## src/rtl/irqh_pkg.sv

```systemverilog
package irqh_pkg;
  localparam int unsigned REG_W  = 32;
  localparam int unsigned ADDR_W = 5;

  localparam logic [ADDR_W-1:0] OFF_REQ = 5'h00;
  localparam logic [ADDR_W-1:0] OFF_EN  = 5'h04;
  localparam logic [ADDR_W-1:0] OFF_TRG = 5'h08;
  localparam logic [ADDR_W-1:0] OFF_POL = 5'h0C;
  localparam logic [ADDR_W-1:0] OFF_DIS = 5'h10;
  localparam logic [ADDR_W-1:0] OFF_RST = 5'h14;

  localparam logic [REG_W-1:0] RSVD_LINES = 32'h7FF0_0000;
  localparam logic [REG_W-1:0] RST_KEY    = 32'h0000_DEAD;

  typedef struct packed {
    logic [REG_W-1:0] en;
    logic [REG_W-1:0] trg;
    logic [REG_W-1:0] pol;
    logic [REG_W-1:0] dis;
  } cfg_t;
endpackage

```

## src/rtl/irqh_sync.sv

```systemverilog
module irqh_sync #(
  parameter int unsigned W      = 32,
  parameter int unsigned STAGES = 2
) (
  input  logic         clk_i,
  input  logic         rst_ni,
  input  logic [W-1:0] d_i,
  output logic [W-1:0] q_o
);
  // STAGES must be at least 2
  logic [STAGES-1:0][W-1:0] stg_q;

  always_ff @(posedge clk_i or negedge rst_ni) begin
    if (!rst_ni) stg_q <= '0;
    else         stg_q <= {stg_q[STAGES-2:0], d_i};
  end

  assign q_o = stg_q[STAGES-1];
endmodule

```

## src/rtl/irqh_lines.sv

```systemverilog
module irqh_lines #(
  parameter int unsigned     W   = 32,
  parameter logic [W-1:0]    VLD = '1
) (
  input  logic         clk_i,
  input  logic         rst_ni,
  input  logic [W-1:0] lvl_i,
  input  logic [W-1:0] trg_i,
  input  logic [W-1:0] pol_i,
  input  logic [W-1:0] dis_i,
  input  logic [W-1:0] en_i,
  output logic [W-1:0] req_o,
  output logic         irq_o
);
  logic [W-1:0] act;
  logic [W-1:0] pend;
  logic         irq_q;

  for (genvar i = 0; i < W; i++) begin : g_line
    logic act_prev_q;
    logic edge_q;

    assign act[i] = (lvl_i[i] == pol_i[i]);

    always_ff @(posedge clk_i or negedge rst_ni) begin
      if (!rst_ni) begin
        act_prev_q <= 1'b1;
        edge_q     <= 1'b0;
      end else begin
        act_prev_q <= act[i];
        // latch cleared while dismissed or in level mode
        edge_q     <= trg_i[i] & ~dis_i[i] & (edge_q | (act[i] & ~act_prev_q));
      end
    end

    assign pend[i] = ~dis_i[i] & (trg_i[i] ? edge_q : act[i]);
  end

  assign req_o = pend & VLD;

  always_ff @(posedge clk_i or negedge rst_ni) begin
    if (!rst_ni) irq_q <= 1'b0;
    else         irq_q <= |(req_o & en_i);
  end

  assign irq_o = irq_q;
endmodule

```

## src/rtl/irqh_regs.sv

```systemverilog
module irqh_regs
  import irqh_pkg::*;
(
  input  logic              clk_i,
  input  logic              rst_ni,
  input  logic              wr_en_i,
  input  logic [ADDR_W-1:0] addr_i,
  input  logic [REG_W-1:0]  wdata_i,
  input  logic [REG_W-1:0]  req_i,
  output cfg_t              cfg_o,
  output logic              key_hit_o,
  output logic [REG_W-1:0]  rdata_o
);
  cfg_t cfg_q;

  always_ff @(posedge clk_i or negedge rst_ni) begin
    if (!rst_ni) begin
      cfg_q <= '0;
    end else if (wr_en_i) begin
      case (addr_i)
        OFF_EN:  cfg_q.en  <= wdata_i;
        OFF_TRG: cfg_q.trg <= wdata_i;
        OFF_POL: cfg_q.pol <= wdata_i;
        OFF_DIS: cfg_q.dis <= wdata_i;
        default: ;
      endcase
    end
  end

  always_comb begin
    case (addr_i)
      OFF_REQ: rdata_o = req_i;
      OFF_EN:  rdata_o = cfg_q.en;
      OFF_TRG: rdata_o = cfg_q.trg;
      OFF_POL: rdata_o = cfg_q.pol;
      OFF_DIS: rdata_o = cfg_q.dis;
      default: rdata_o = '0;
    endcase
  end

  assign key_hit_o = wr_en_i && (addr_i == OFF_RST) && (wdata_i == RST_KEY);
  assign cfg_o     = cfg_q;
endmodule

```

## src/rtl/irqh_rst_gen.sv

```systemverilog
module irqh_rst_gen #(
  parameter int unsigned LEN = 16
) (
  input  logic clk_i,
  input  logic rst_ni,
  input  logic fire_i,
  output logic rst_req_o
);
  localparam int unsigned CW = $clog2(LEN + 1);

  logic [CW-1:0] cnt_q;

  always_ff @(posedge clk_i or negedge rst_ni) begin
    if (!rst_ni)             cnt_q <= '0;
    else if (fire_i)         cnt_q <= CW'(LEN);
    else if (cnt_q != '0)    cnt_q <= cnt_q - CW'(1);
  end

  assign rst_req_o = (cnt_q != '0);
endmodule

```

## src/rtl/irqh_top.sv

```systemverilog
module irqh_top
  import irqh_pkg::*;
#(
  parameter logic [REG_W-1:0] VALID_MASK  = 32'h800F_FFFF,
  parameter int unsigned      SYNC_STAGES = 2,
  parameter int unsigned      RST_LEN     = 16
) (
  input  logic              clk_i,
  input  logic              rst_ni,
  input  logic [REG_W-1:0]  irq_raw_i,
  input  logic              wr_en_i,
  input  logic [ADDR_W-1:0] addr_i,
  input  logic [REG_W-1:0]  wdata_i,
  output logic [REG_W-1:0]  rdata_o,
  output logic              irq_o,
  output logic              sys_rst_o
);
  localparam logic [REG_W-1:0] VLD_EFF = VALID_MASK & ~RSVD_LINES;

  logic [REG_W-1:0] lvl_sync;
  logic [REG_W-1:0] req;
  cfg_t             cfg;
  logic             key_hit;

  irqh_sync #(
    .W      (REG_W),
    .STAGES (SYNC_STAGES)
  ) u_sync (
    .clk_i  (clk_i),
    .rst_ni (rst_ni),
    .d_i    (irq_raw_i),
    .q_o    (lvl_sync)
  );

  irqh_lines #(
    .W   (REG_W),
    .VLD (VLD_EFF)
  ) u_lines (
    .clk_i  (clk_i),
    .rst_ni (rst_ni),
    .lvl_i  (lvl_sync),
    .trg_i  (cfg.trg),
    .pol_i  (cfg.pol),
    .dis_i  (cfg.dis),
    .en_i   (cfg.en),
    .req_o  (req),
    .irq_o  (irq_o)
  );

  irqh_regs u_regs (
    .clk_i     (clk_i),
    .rst_ni    (rst_ni),
    .wr_en_i   (wr_en_i),
    .addr_i    (addr_i),
    .wdata_i   (wdata_i),
    .req_i     (req),
    .cfg_o     (cfg),
    .key_hit_o (key_hit),
    .rdata_o   (rdata_o)
  );

  irqh_rst_gen #(
    .LEN (RST_LEN)
  ) u_rst_gen (
    .clk_i     (clk_i),
    .rst_ni    (rst_ni),
    .fire_i    (key_hit),
    .rst_req_o (sys_rst_o)
  );
endmodule

```

## config.mk

```make
export PLATFORM = sky130hd
export DESIGN_NAME = irqh_top
export DESIGN_NICKNAME = d
export VERILOG_FILES = /design/src/rtl/irqh_pkg.sv /design/src/rtl/irqh_sync.sv /design/src/rtl/irqh_lines.sv /design/src/rtl/irqh_regs.sv /design/src/rtl/irqh_rst_gen.sv /design/src/rtl/irqh_top.sv
export SDC_FILE = /design/constraint.sdc
export NUM_CORES = 1
export LEC_CHECK = 0
export ABC_AREA = 1
export ABC_CLOCK_PERIOD_IN_PS = 3120
export BUFFER_PORTS_ARGS = -buffer_cell sky130_fd_sc_hd__buf_2
export CAP_MARGIN = 20
export CELL_PAD_IN_SITES_DETAIL_PLACEMENT = 0
export CELL_PAD_IN_SITES_GLOBAL_PLACEMENT = 1
export CORE_MARGIN = 1.5
export CORE_UTILIZATION = 40
export DETAILED_ROUTE_END_ITERATION = 16
export PLACE_DENSITY = 0.71
export SYNTH_ARGS = -nofsm -noshare
export SYNTH_HDL_FRONTEND = slang
export SYNTH_SLANG_ARGS = --single-unit
```

## constraint.sdc

```tcl
create_clock -name clk_i -period 3.12 [get_ports clk_i]
set_input_delay 0.312 -clock clk_i [delete_from_list [all_inputs] [get_ports clk_i]]
set_output_delay 0.312 -clock clk_i [all_outputs]
set_load 0.1 [all_outputs]
```

==> summary.txt, run 1 <==
Hold path
  • HP Class: in -> reg

Logic synthesis
  • Post-Synth Simple-Gate Area: 23.0%
  • Syn Area/Cell: 8.71 um^2
  • Multiplexer share of the synthesized area: less than 1%
  • FFs w/ async S/R, synth: 100%
  • Largest family of logic cells by synthesized area: simple AND/OR/NAND/NOR gates
  • Sequential share of the synthesized area: between 50% and 60%
  • Post-synthesis adder-cell area fraction: less than 1%
  • Syn nets: roughly 1,100
  • Synthesized area: around 9300 um^2
  • Top_reg_cell synth: dfrtp_1
  • Xor and xnor area share after synthesis: less than 1%
  • Mapped Cells: 1,068
  • Synth cell types: 36
  • Compound-gate portion of the synthesized area: approximately 11%
  • Synth warnings: 0
  • Yosys reg bits: around 220
  • EDFF count, synth: 0

Drt
  • Vias/cell: approximately 4.8
  • Vias post-DR: slightly above 7,000
  • Avg WL per Cell: around 15 um
  • Total Wirelength: around 23,000 um
  • Post-route ant nets: 0
  • Router iterations before antenna repair: 4
  • DRC: 0
  • 1st-iter DRT viols: between 300 and 400

CTS
  • Clk Latency, worst-skew pair: about 0.53 ns
  • CTS Root Cell: clkbuf_16
  • Clock Path Buffers: 3
  • Clock net sink count: roughly 220
  • Clock-pin slew on the worst setup and hold paths: 0.06 ns
  • CTS tree: built
  • Num CTS Buffers: 25
  • Post-CTS setup buffer count: 0
  • Post_cts resized: 0
  • Hold Buf Count CTS: 22
  • H-tree depth: 1

Critical path
  • CP delay by family, top: buffers and inverters
  • Crit path DAT: about 2.2 ns
  • Critical path's most frequent cell: buf_2
  • Crit path buffers/inverters: 4
  • Startpoint Class: input port
  • Worst path slowest cell: clkinv_1
  • CP required: between 2 and 3 ns
  • Crit-path max cell delay: 0.52 ns
  • CP Max Fanout: 13
  • WS Path Type: in -> out
  • Endpoint class of the critical path: output pin
  • Cells along the critical path: buf_2 > nand3b_1 > clkinv_1 > buf_4 > a22oi_1 > nand2_1 > buf_2

Layout
  • Layout area overhead: 20.1%
  • Fill cells: about 2,300
  • Share of cells above drive strength 1: between 10% and 20%
  • # nets final: about 1,300
  • Cell Count, Final, Fillers Out: 1,493

STA
  • Slew Limit Fails: 0
  • Final Hold Viols: 0
  • Worst-margin pin slew: around 0.76 ns
  • Clock skew: ~0.018 ns
  • RSZ-0062 raised after global routing: false
  • Finish-stage setup viols: 0
  • Achievable Freq: 404 MHz
  • Crit share post-route: 79.3%
  • Final min period: approximately 2.5 ns
  • Slew headroom: between 40% and 50%
  • Total Neg Setup Slack: 0 ns

Place
  • I/O Buffers: 94
  • DP Cell Count: approximately 1,400
  • Post-DP HPWL: roughly 14,000 um
  • RePlAce Congestion: about 0.73

Power
  • Leakage: between 5 and 6 nW
  • PwrDens: about 670 nW/um^2
  • Peak VDD IR: 377 uV

Global routing
  • Grt total ovfl: 0
  • Initial antenna violation count: 2
  • GRT Total Usage: around a fifth
  • Largest net degree at the start of global routing: 91
  • Vias in the first global route: about 7,300
  • First-pass GRT wire length: about 38,000 um

Status
  • Run status: finished clean

Floorplan
  • # IOs: 106
  • Initial Util: approximately two fifths
  • Rows: between 50 and 60
  • Die Y: around 160 um
  • Core area: approximately 23,000 um^2
  • Die ar.: roughly 24,000 um^2
  • Die X: approximately 160 um

Flow run
  • Max-Cap Viols: 0
[state kept, by name (all words and copies together), names as in the netlist]
name                       cells
u_lines.g_line.act_prev_q     21
u_lines.g_line.edge_q         21
u_lines.irq_o                  1
u_regs.cfg_o                 128
u_rst_gen.cnt_q                5
u_sync.q_o                    21
u_sync.stg_q                  21
[cell type report]
type | count | area, um^2 | area share [%]
clock buffers | 40 | 722 | 6.46
inverters | 115 | 433 | 3.88
repair buffers | 129 | 868 | 7.77
diodes | 2 | 5.00 | 0.0448
multi-input cells | 698 | 3220 | 28.8
clock inverters | 6 | 86.3 | 0.773
well taps | 285 | 357 | 3.19
flip-flops and latches | 218 | 5480 | 49.1
[power by group]
| group | switching (mW) | internal [mW] | leakage (nW) |
|---|---|---|---|
| combinational | 0.719 | 0.379 | 2.51 |
| clock | 1.15 | 1.75 | 0.391 |
| sequential | 0.264 | 3.28 | 2.74 |
| total | 2.13 | 5.40 | 5.64 |
[layout by cell type (no fill, tap or decap), types with 9 or more instances in the layout]
cell type | Yosys | layout
nand4_1 | 18 | 18
o21ai_1 | 45 | 45
nor3_1 | 9 | 9
nand2_1 | 353 | 352
buf_2 | 26 | 90
and2_1 | 13 | 13
dlygate4sd3_1 | 0 | 22
dfstp_2 | 21 | 21
clkbuf_1 | 11 | 11
nor2_1 | 44 | 44
clkbuf_16 | 0 | 25
nand3_1 | 43 | 43
o22ai_1 | 14 | 14
inv_1 | 110 | 110
dfrtp_1 | 197 | 197
buf_4 | 0 | 11
o21ai_0 | 89 | 89
a21oi_1 | 23 | 23
nand3b_1 | 14 | 14
[worst reg2reg max path: stages (launching register included)]
cell     delay (ns)
dfrtp_1        0.40
inv_1          0.10
ha_1           0.19
nand2_1        0.07
or2_2          0.33
nand2_1        0.09
xor2_1         0.14
inv_1          0.06
nand2_1        0.06
inv_1          0.04
[worst paths after layout]
kind / from / end / slack (ns) / cells past startpoint
max: addr_i[4] / rdata_o[13] / 0.65 / 7
min: wdata_i[30] / u_regs.cfg_o[126]$_DFFE_PN0P_ / 0.09 / 3
max reg2reg: u_rst_gen.cnt_q[0]$_DFFE_PN0P_ / u_rst_gen.cnt_q[3]$_DFFE_PN0P_ / 1.54 / 9
min reg2reg: u_sync.stg_q[4]$_DFF_PN0_ / u_sync.q_o[4]$_DFF_PN0_ / 0.35 / 0
max in group asynchronous: rst_ni / u_lines.g_line[19].act_prev_q$_DFF_PN1_ / 1.86 / 3
min in group asynchronous: rst_ni / u_regs.cfg_o[34]$_DFFE_PN0P_ / 0.40 / 2
[cell families after synthesis]
group                    count (synthesis)
AO/OA/AOI/OAI                          187
XOR/XNOR                                 6
adder cells (fa/ha/maj)                  1
buffers and inverters                  152
flip-flops                             218
multiplexers                             1
AND/OR/NAND/NOR                        503
[cell usage after synthesis, drive strengths merged (2+ instances only)]
| cell | number | share of area (%) |
|---|---|---|
| and2 | 13 | 0.87 |
| nand3b | 14 | 1.1 |
| o22ai | 14 | 0.94 |
| a22oi | 2 | 0.16 |
| clkbuf | 11 | 0.44 |
| xnor2 | 3 | 0.28 |
| o21ai | 134 | 7.2 |
| nor3 | 9 | 0.48 |
| o211ai | 3 | 0.24 |
| o31ai | 4 | 0.32 |
| xor2 | 3 | 0.28 |
| nor2 | 46 | 2.0 |
| dfrtp | 197 | 53 |
| nand4 | 18 | 1.2 |
| a21oi | 23 | 1.2 |
| nand2 | 356 | 15 |
| dfstp | 21 | 5.9 |
| buf | 26 | 1.4 |
| clkinv | 2 | 0.094 |
| nand3 | 45 | 2.5 |
| inv | 113 | 4.6 |
| a21boi | 5 | 0.40 |
[per-layer routing]
layer / part of all wire, % / global-route usage (%) / wire, um
met1: 48 / 27.6 / 11000
met2: 45 / 32.0 / 10400
met3: 4.9 / 3.68 / 1130
met4: 2.2 / 4.94 / 503
met5: 0 / 0 / 0
[metrics by stage]
step / setup slack, ns / total power, mW / util [%] / area [um^2] / hold slack, ns
2_1_floorplan: 0.451 / 4.33 / - / 9300 / 0.0164
3_3_place_gp: 0.666 / 4.65 / 44.6 / 10100 / 0.332
3_5_place_dp: 0.651 / 4.67 / 44.6 / 10100 / 0.336
4_1_cts: 0.652 / 7.62 / 49.2 / 11200 / 0.0770
5_1_grt: 0.505 / 7.95 / 49.2 / 11200 / 0.115
6_report: 0.645 / 7.53 / 49.2 / 11200 / 0.0895
Power figures use the tool's default switching activity.
==> run 2: changes to the inputs <==
--- a/config.mk
+++ b/config.mk
@@ -6,7 +6,7 @@
 export NUM_CORES = 1
 export LEC_CHECK = 0
 export ABC_AREA = 1
-export ABC_CLOCK_PERIOD_IN_PS = 3120
+export ABC_CLOCK_PERIOD_IN_PS = 2280
 export BUFFER_PORTS_ARGS = -buffer_cell sky130_fd_sc_hd__buf_2
 export CAP_MARGIN = 20
 export CELL_PAD_IN_SITES_DETAIL_PLACEMENT = 0
==> constraint.sdc (replaced) <==
create_clock -name clk_i -period 2.28 [get_ports clk_i]
set_input_delay 0.228 -clock clk_i [delete_from_list [all_inputs] [get_ports clk_i]]
set_output_delay 0.228 -clock clk_i [all_outputs]
set_load 0.1 [all_outputs]
==> run 2 against run 1 <==
- non-clock buffer count rose by 14
- core utilization rose by 2.4 points
- wire length fell by 1.1%
- sequential share of layout area fell by 2.3 points
- first-iteration DRC count rose by 10%
- total power rose by 37%
- die area did not move
- clock-buffer cell count did not move
- critical path depth fell by 2
- critical endpoint is now sys_rst_o
- largest cell class unchanged
- highest routed layer unchanged
==> summary.txt, run 2 (same netlist as run 1, synthesis figures left out) <==
CTS
  • Clock net sink count: 218 (unchanged)
  • Num CTS Buffers: 25 (unchanged)
  • CTS tree: built
  • H-tree depth: 1 (unchanged)
  • Post-CTS setup buffer count: 0 (unchanged)
  • Clk Latency, worst-skew pair: 0.52 ns (about the same)
  • CTS Root Cell: clkbuf_16
  • Clock-pin slew on the worst setup and hold paths: 0.05 ns (about the same)
  • Clock Path Buffers: 3 (unchanged)

Layout
  • Ant. Diodes: 0 (-2)
  • Largest register FFs: 128 (unchanged)
  • Commonest non-fill, non-tap cells in the layout: nand2_1 (352), dfrtp_1 (197), inv_1 (110), o21ai_0 (89), buf_2 (61)
  • # nets final: 1,274 (+1.1%)
  • Commonest non-fill, non-tap cell in the layout: nand2_1
  • Layout area overhead: 26.0%
  • Share of cells above drive strength 1: 15.7% (+1.1 points)

Hold path
  • Worst hold endpoint: u_regs.cfg_o[115]$_DFFE_PN0P_
  • Hold_sp: wdata_i[19]
  • HP Class: in -> reg
  • Worst hold path depth: 3 (unchanged)

Floorplan
  • Core area: 22,700 um^2 (unchanged)
  • Initial Util: 41.0% (unchanged)
  • Die Y: 155 um (unchanged)
  • Die ar.: 24,200 um^2 (unchanged)
  • # IOs: 106 (unchanged)
  • Die X: 155 um (unchanged)
  • Rows: 55 (unchanged)

Power
  • Peak VDD IR: 467 uV (+24%)
  • PwrDens: 878 nW/um^2 (+30%)
  • Leakage: 5.80 nW (+2.8%)

Global routing
  • Grt total ovfl: 0 (unchanged)
  • Vias in the first global route: 7,104 (-2.2%)
  • GRT Total Usage: 19.6% (-0.25 points)
  • Initial antenna violation count: 0 (-2)
  • First-pass GRT wire length: 37,200 um (-1.2%)
  • Largest net degree at the start of global routing: 76 (-16%)

Critical path
  • CP required: 2.05 ns (-0.76 ns)
  • CP Max Fanout: 5 (-8)
  • WS Path Type: reg -> out
  • Worst r2r path cells: 9 (unchanged)
  • Endpoint class of the critical path: output pin
  • R2r setup slk: 0.72 ns (-0.82 ns)
  • Startpoint Class: flip-flop
  • Critical R2R Launch: u_rst_gen.cnt_q[0]$_DFFE_PN0P_
  • Reg2reg end: u_rst_gen.cnt_q[3]$_DFFE_PN0P_
  • Crit path DAT: 1.90 ns (-0.26 ns)

STA
  • Achievable Freq: 469 MHz
  • Crit share post-route: ~94%
  • Worst-margin pin slew: 0.601 ns (-0.161 ns)
  • Fin Hold WS: 0.0146 ns (-0.0750 ns)
  • RSZ-0062 raised after global routing: false
  • Final min period: roughly 2.1 ns
  • Clock skew: 0.0142 ns (-0.00339 ns)
  • Slew headroom: 60.0% (+11 points)
  • Final Hold Viols: 0 (unchanged)
  • Slew Limit Fails: 0 (unchanged)
  • Finish-stage setup viols: 0 (unchanged)
  • Total Neg Setup Slack: 0 ns (unchanged)

Place
  • RePlAce Congestion: 0.813 (+11%)
  • I/O Buffers: 94 (unchanged)
  • Post-DP HPWL: 15,300 um (+5.7%)

Drt
  • Vias post-DR: 7,291 (+1.3%)
  • Router iterations before antenna repair: 5 (+1)
  • Post-route ant nets: 0 (unchanged)
  • Vias/cell: 4.84 (+0.48%)
  • DRC: 0 (unchanged)
  • Total Wirelength: 22,700 um (-1.1%)
  • Avg WL per Cell: 15.1 um (-1.9%)
  • 1st-iter DRT viols: 428 (+10%)

Flow run
  • Max-Cap Viols: 0 (unchanged)

Status
  • Run status: finished clean
run 2: power by group:
part	switching, mW	leakage (nW)	internal, mW	total (mW)
Sequential	0.357	2.74	4.49	4.84
Combinational	0.996	2.67	0.597	1.59
Clock	1.55	0.390	2.30	3.85
Total	2.90	5.80	7.39	10.3
run 2: worst max-delay path, cell delays in order, from the launching register on:
cell and delay, ns:
dfrtp_1 0.37, inv_1 0.09, ha_1 0.20, nand2_1 0.07
or2_2 0.34, buf_2 0.31
run 2: final cells by class:
type,count,area [um^2]
clock buffers,40,732
clock inverters,6,58.8
fillers,2126,11000
inverters,115,433
multi-input cells,698,3220
flip-flops and latches,218,5480
well taps,285,357
repair buffers,143,1440
run 2: worst max-delay path by stage:
stage	startpoint	endpoint	slack [ns]
after detailed placement	addr_i[3]	rdata_o[0]	0.29
after global placement	addr_i[3]	rdata_o[0]	0.29
after floorplan	u_rst_gen.cnt_q[0]$_DFFE_PN0P_	u_rst_gen.cnt_q[3]$_DFFE_PN0P_	0.02
final	u_rst_gen.cnt_q[0]$_DFFE_PN0P_	sys_rst_o	0.15
after global routing	u_rst_gen.cnt_q[0]$_DFFE_PN0P_	sys_rst_o	0.06
after CTS	u_rst_gen.cnt_q[0]$_DFFE_PN0P_	sys_rst_o	0.12
run 2: layer usage:
| layer | global-route usage [%] | part of all wire [%] | vias up |
|---|---|---|---|
| li1 | - | - | 3704 |
| met1 | 28.3 | 49 | 3430 |
| met5 | 0 | 0 | - |
| met2 | 31.3 | 46 | 130 |
| met4 | 4.35 | 1.3 | 0 |
| met3 | 2.70 | 4.1 | 27 |
run 2: stage by stage:
step	total power, mW	util [%]	setup WS, ns	cell area (um^2)	cells
after floorplan	5.93	-	0.0208	9310	1068
final	10.3	51.6	0.148	11700	1505
after detailed placement	6.49	47.1	0.290	10700	1436
after global placement	6.46	47.1	0.288	10700	1436
after global routing	10.9	51.6	0.0563	11700	1505
after CTS	10.4	51.6	0.116	11700	1505
run 2: repair_timing:
| item | in CTS | in global routing |
|---|---|---|
| hold buffers | 23 | 0 |
| setup endpoints to repair | 0 | 0 |
| hold endpoints to repair | 84 | 0 |
| gates resized for setup | 0 | 0 |
==> run 3: changes to the inputs <==
--- a/config.mk
+++ b/config.mk
@@ -5,7 +5,6 @@
 export SDC_FILE = /design/constraint.sdc
 export NUM_CORES = 1
 export LEC_CHECK = 0
-export ABC_AREA = 1
 export ABC_CLOCK_PERIOD_IN_PS = 2280
 export BUFFER_PORTS_ARGS = -buffer_cell sky130_fd_sc_hd__buf_2
 export CAP_MARGIN = 20
@@ -14,7 +13,7 @@
 export CORE_MARGIN = 1.5
 export CORE_UTILIZATION = 40
 export DETAILED_ROUTE_END_ITERATION = 16
-export PLACE_DENSITY = 0.71
+export PLACE_DENSITY = 0.66
 export SYNTH_ARGS = -nofsm -noshare
 export SYNTH_HDL_FRONTEND = slang
 export SYNTH_SLANG_ARGS = --single-unit
==> run 3 against run 2 <==
- core utilization grew 2.7 points
- largest cell class unchanged
- combinational power grew 39%
- die area grew 4.8%
- maximum frequency shrank 4.3%
- area after synthesis grew 4.9%
- hold slack gained 0.0080 ns
- synthesized cell count shrank 31%
- largest power group unchanged
- critical endpoint is now rdata_o[2]
==> summary.txt, run 3 <==
Status
  • Run status: finished clean

Critical path
  • CP required: 2.05 ns (about the same)
  • Startpoint Class: flip-flop
  • CP Max Fanout: 3 (-2)
  • Crit path DAT: 2.00 ns (+0.10 ns)
  • WS Path Type: reg -> out
  • Endpoint class of the critical path: output pin

Global routing
  • GRT Total Usage: 20.0% (+0.49 points)
  • Largest net degree at the start of global routing: 77 (+1.3%)
  • Met3 capacity usage during global routing: 3.07% (+0.37 points)
  • Initial antenna violation count: 0 (unchanged)
  • Grt total ovfl: 0 (unchanged)
  • First-pass GRT wire length: 39,900 um (+7.3%)
  • Busiest grt layer: met2
  • M2 GR Usage: 33.5% (+2.2 points)
  • Met1 usage: 26.8% (-1.5 points)
  • Vias in the first global route: 7,072 (-0.45%)

Drt
  • 1st-iter DRT viols: 356 (-17%)
  • Post-route ant nets: 0 (unchanged)
  • Router iterations before antenna repair: 4 (-1)
  • Total Wirelength: 24,900 um (+9.7%)
  • DRC: 0 (unchanged)
  • Vias post-DR: 6,572 (-9.9%)
  • Vias/cell: 5.33 (+10%)
  • Avg WL per Cell: 20.2 um (+34%)

STA
  • Worst Setup Slack, final: 0.0535 ns (-0.0947 ns)
  • RSZ-0062 raised after global routing: true
  • Clock skew: 0.0174 ns (+0.00320 ns)
  • Fin Hold WS: 0.0226 ns (+0.00803 ns)
  • Worst-margin pin slew: 0.668 ns (+0.0676 ns)
  • Final min period: 2.23 ns (+0.0947 ns)
  • Slew Limit Fails: 0 (unchanged)
  • Achievable Freq: 449 MHz (-4.3%)
  • Slew headroom: 54.8% (-5.1 points)
  • Finish-stage setup viols: 0 (unchanged)
  • Total Neg Setup Slack: 0 ns (unchanged)
  • Crit share post-route: 97.7% (+4.2 points)
  • Final Hold Viols: 0 (unchanged)

Logic synthesis
  • Synth area leaders: dfrtp_1 (51%), mux2_4 (9.2%), mux2_2 (7.8%)
  • Yosys reg bits: 218 (unchanged)
  • Largest family of logic cells by synthesized area: multiplexers
  • Xor and xnor area share after synthesis: 2.06% (+1.5 points)
  • Top_reg_cell synth: dfrtp_1
  • Post-Synth Simple-Gate Area: 11.0% (-12 points)
  • Compound-gate portion of the synthesized area: 5.89% (-4.8 points)
  • Syn Area/Cell: 13.3 um^2 (+52%)
  • FFs w/ async S/R, synth: 100% (unchanged)
  • Synth warnings: 0 (unchanged)
  • Synth cell count leaders: dfrtp_1 (197), mux2_2 (68), mux2_4 (60)
  • Syn nets: 809 (-29%)
  • Sequential share of the synthesized area: 56.2% (-2.8 points)
  • Post-synthesis adder-cell area fraction: 0.128% (-0.0063 points)
  • Mapped Cells: 736 (-31%)
  • Top-count cell post-synth: dfrtp_1
  • Top cell type's share of synthesized area: 50.5% (-2.5 points)
  • Synth area leader: dfrtp_1
  • Synthesized area: 9760 um^2 (+4.9%)
  • EDFF count, synth: 0 (unchanged)
  • Synth cell types: 46 (+28%)
  • Multiplexer share of the synthesized area: 21.7% (+22 points)

CTS
  • CTS Root Cell: clkbuf_16
  • CTS tree: built
  • H-tree depth: 1 (unchanged)
  • Clock net sink count: 218 (unchanged)
  • Clock Path Buffers: 3 (unchanged)
  • Clk Latency, worst-skew pair: 0.52 ns (about the same)
  • Clock-pin slew on the worst setup and hold paths: 0.06 ns (about the same)
  • Num CTS Buffers: 24 (-4.0%)

Layout
  • Largest register FFs: 128 (unchanged)
  • Fill cells: 1,969 (-7.4%)
  • Commonest non-fill, non-tap cell in the layout: dfrtp_1
  • Layout area overhead: 31.8%
  • # nets final: 968 (-24%)
  • Cell Count, Final, Fillers Out: 1,232 (-18%)
  • Commonest non-fill, non-tap cells in the layout: dfrtp_1 (197), mux2_2 (68), mux2_4 (60), buf_2 (60), buf_12 (46)
  • Ant. Diodes: 0 (unchanged)
  • Share of cells above drive strength 1: 43.4% (+28 points)

Floorplan
  • Die X: 159 um (+2.4%)
  • # IOs: 106 (unchanged)
  • Initial Util: 41.2% (+0.25 points)
  • Core area: 23,700 um^2 (+4.3%)
  • Rows: 56 (+1.8%)
  • Die Y: 159 um (+2.4%)
  • Die ar.: 25,300 um^2 (+4.8%)

Flow run
  • Max-Cap Viols: 0 (unchanged)

Place
  • I/O Buffers: 94 (unchanged)
  • Worst slack, placed: 0.174 ns (-0.115 ns)
  • RePlAce Congestion: 0.833 (+2.5%)
  • DP Cell Count: 1,149 (-20%)
  • Post-DP HPWL: 16,700 um (+9.5%)

Power
  • Peak VDD IR: 396 uV (-15%)
  • Overall Power: 11.2 mW (+8.4%)
  • Leakage: 5.84 nW (+0.74%)
  • PwrDens: 867 nW/um^2 (-1.2%)

Hold path
  • HP Class: in -> reg
[run 3: cell families (layout without fill, tap and decap cells)]
kind of cell / after synthesis / count (layout)
flops: 218 / 218
simple gates: 178 / 178
mux: 173 / 173
compound gates: 88 / 88
buf+inv: 55 / 232
xor+xnor: 23 / 23
fa+ha+maj: 1 / 1
[run 3: per-layer routing]
layer	wire length (um)	vias to the layer above	part of all wire, %
li1	-	2992	-
met1	11000	3362	44
met2	12000	169	48
met3	1220	49	4.9
met4	675	0	2.7
met5	0	-	0
[run 3: worst paths after layout]
kind                                               from                                     end  slack, ns  cells past startpoint
max                             u_sync.q_o[2]$_DFF_PN0_                              rdata_o[2]       0.05                      7
min                                          wdata_i[0]            u_regs.cfg_o[64]$_DFFE_PN0P_       0.02                      2
max reg2reg                u_regs.cfg_o[15]$_DFFE_PN0P_                 u_lines.irq_o$_DFF_PN0_       0.24                      5
min reg2reg                  u_sync.stg_q[10]$_DFF_PN0_                u_sync.q_o[10]$_DFF_PN0_       0.34                      0
max in group asynchronous                        rst_ni  u_lines.g_line[3].act_prev_q$_DFF_PN1_       1.22                      3
min in group asynchronous                        rst_ni                u_sync.q_o[15]$_DFF_PN0_       0.31                      2
[run 3: stage by stage]
step	area (um^2)	utilization, %
after floorplan	9940	-
after global placement	11500	48.5
after detailed placement	11500	48.5
after global routing	12900	54.3
after CTS	12600	53.3
final	12900	54.3
[run 3: critical path, cell delays in order (launching register included)]
cell      delay, ns
dfrtp_1        0.39
xor2_2         0.19
inv_1          0.08
mux2i_1        0.07
nor3_1         0.19
a21oi_1        0.08
o221ai_2       0.27
buf_12         0.21
[run 3: area by class of cell]
class,instances,area [um^2],area share (%)
flip-flops and latches,218,5480,42.6
clock buffers,35,723,5.62
clock inverters,9,70.1,0.545
repair buffers,164,1730,13.5
multi-input cells,463,4360,33.9
well taps,319,399,3.10
inverters,24,90.1,0.701
[run 3: where the power goes]
part	internal (mW)	leakage [nW]	switching, mW
registers	4.56	2.72	0.552
logic	1.13	2.73	1.08
clock network	2.31	0.401	1.53
total	7.99	5.84	3.16
[run 3: timing repair]
| action | 4_1_cts | 5_1_grt |
|---|---|---|
| pin swaps | 1 | 27 |
| endpoints found under the setup margin | 7 | 22 |
| hold endpoints to repair | 95 | 0 |
| resized for setup | 10 | 34 |
| setup buffers | 1 | 10 |
| hold buffers | 28 | 0 |
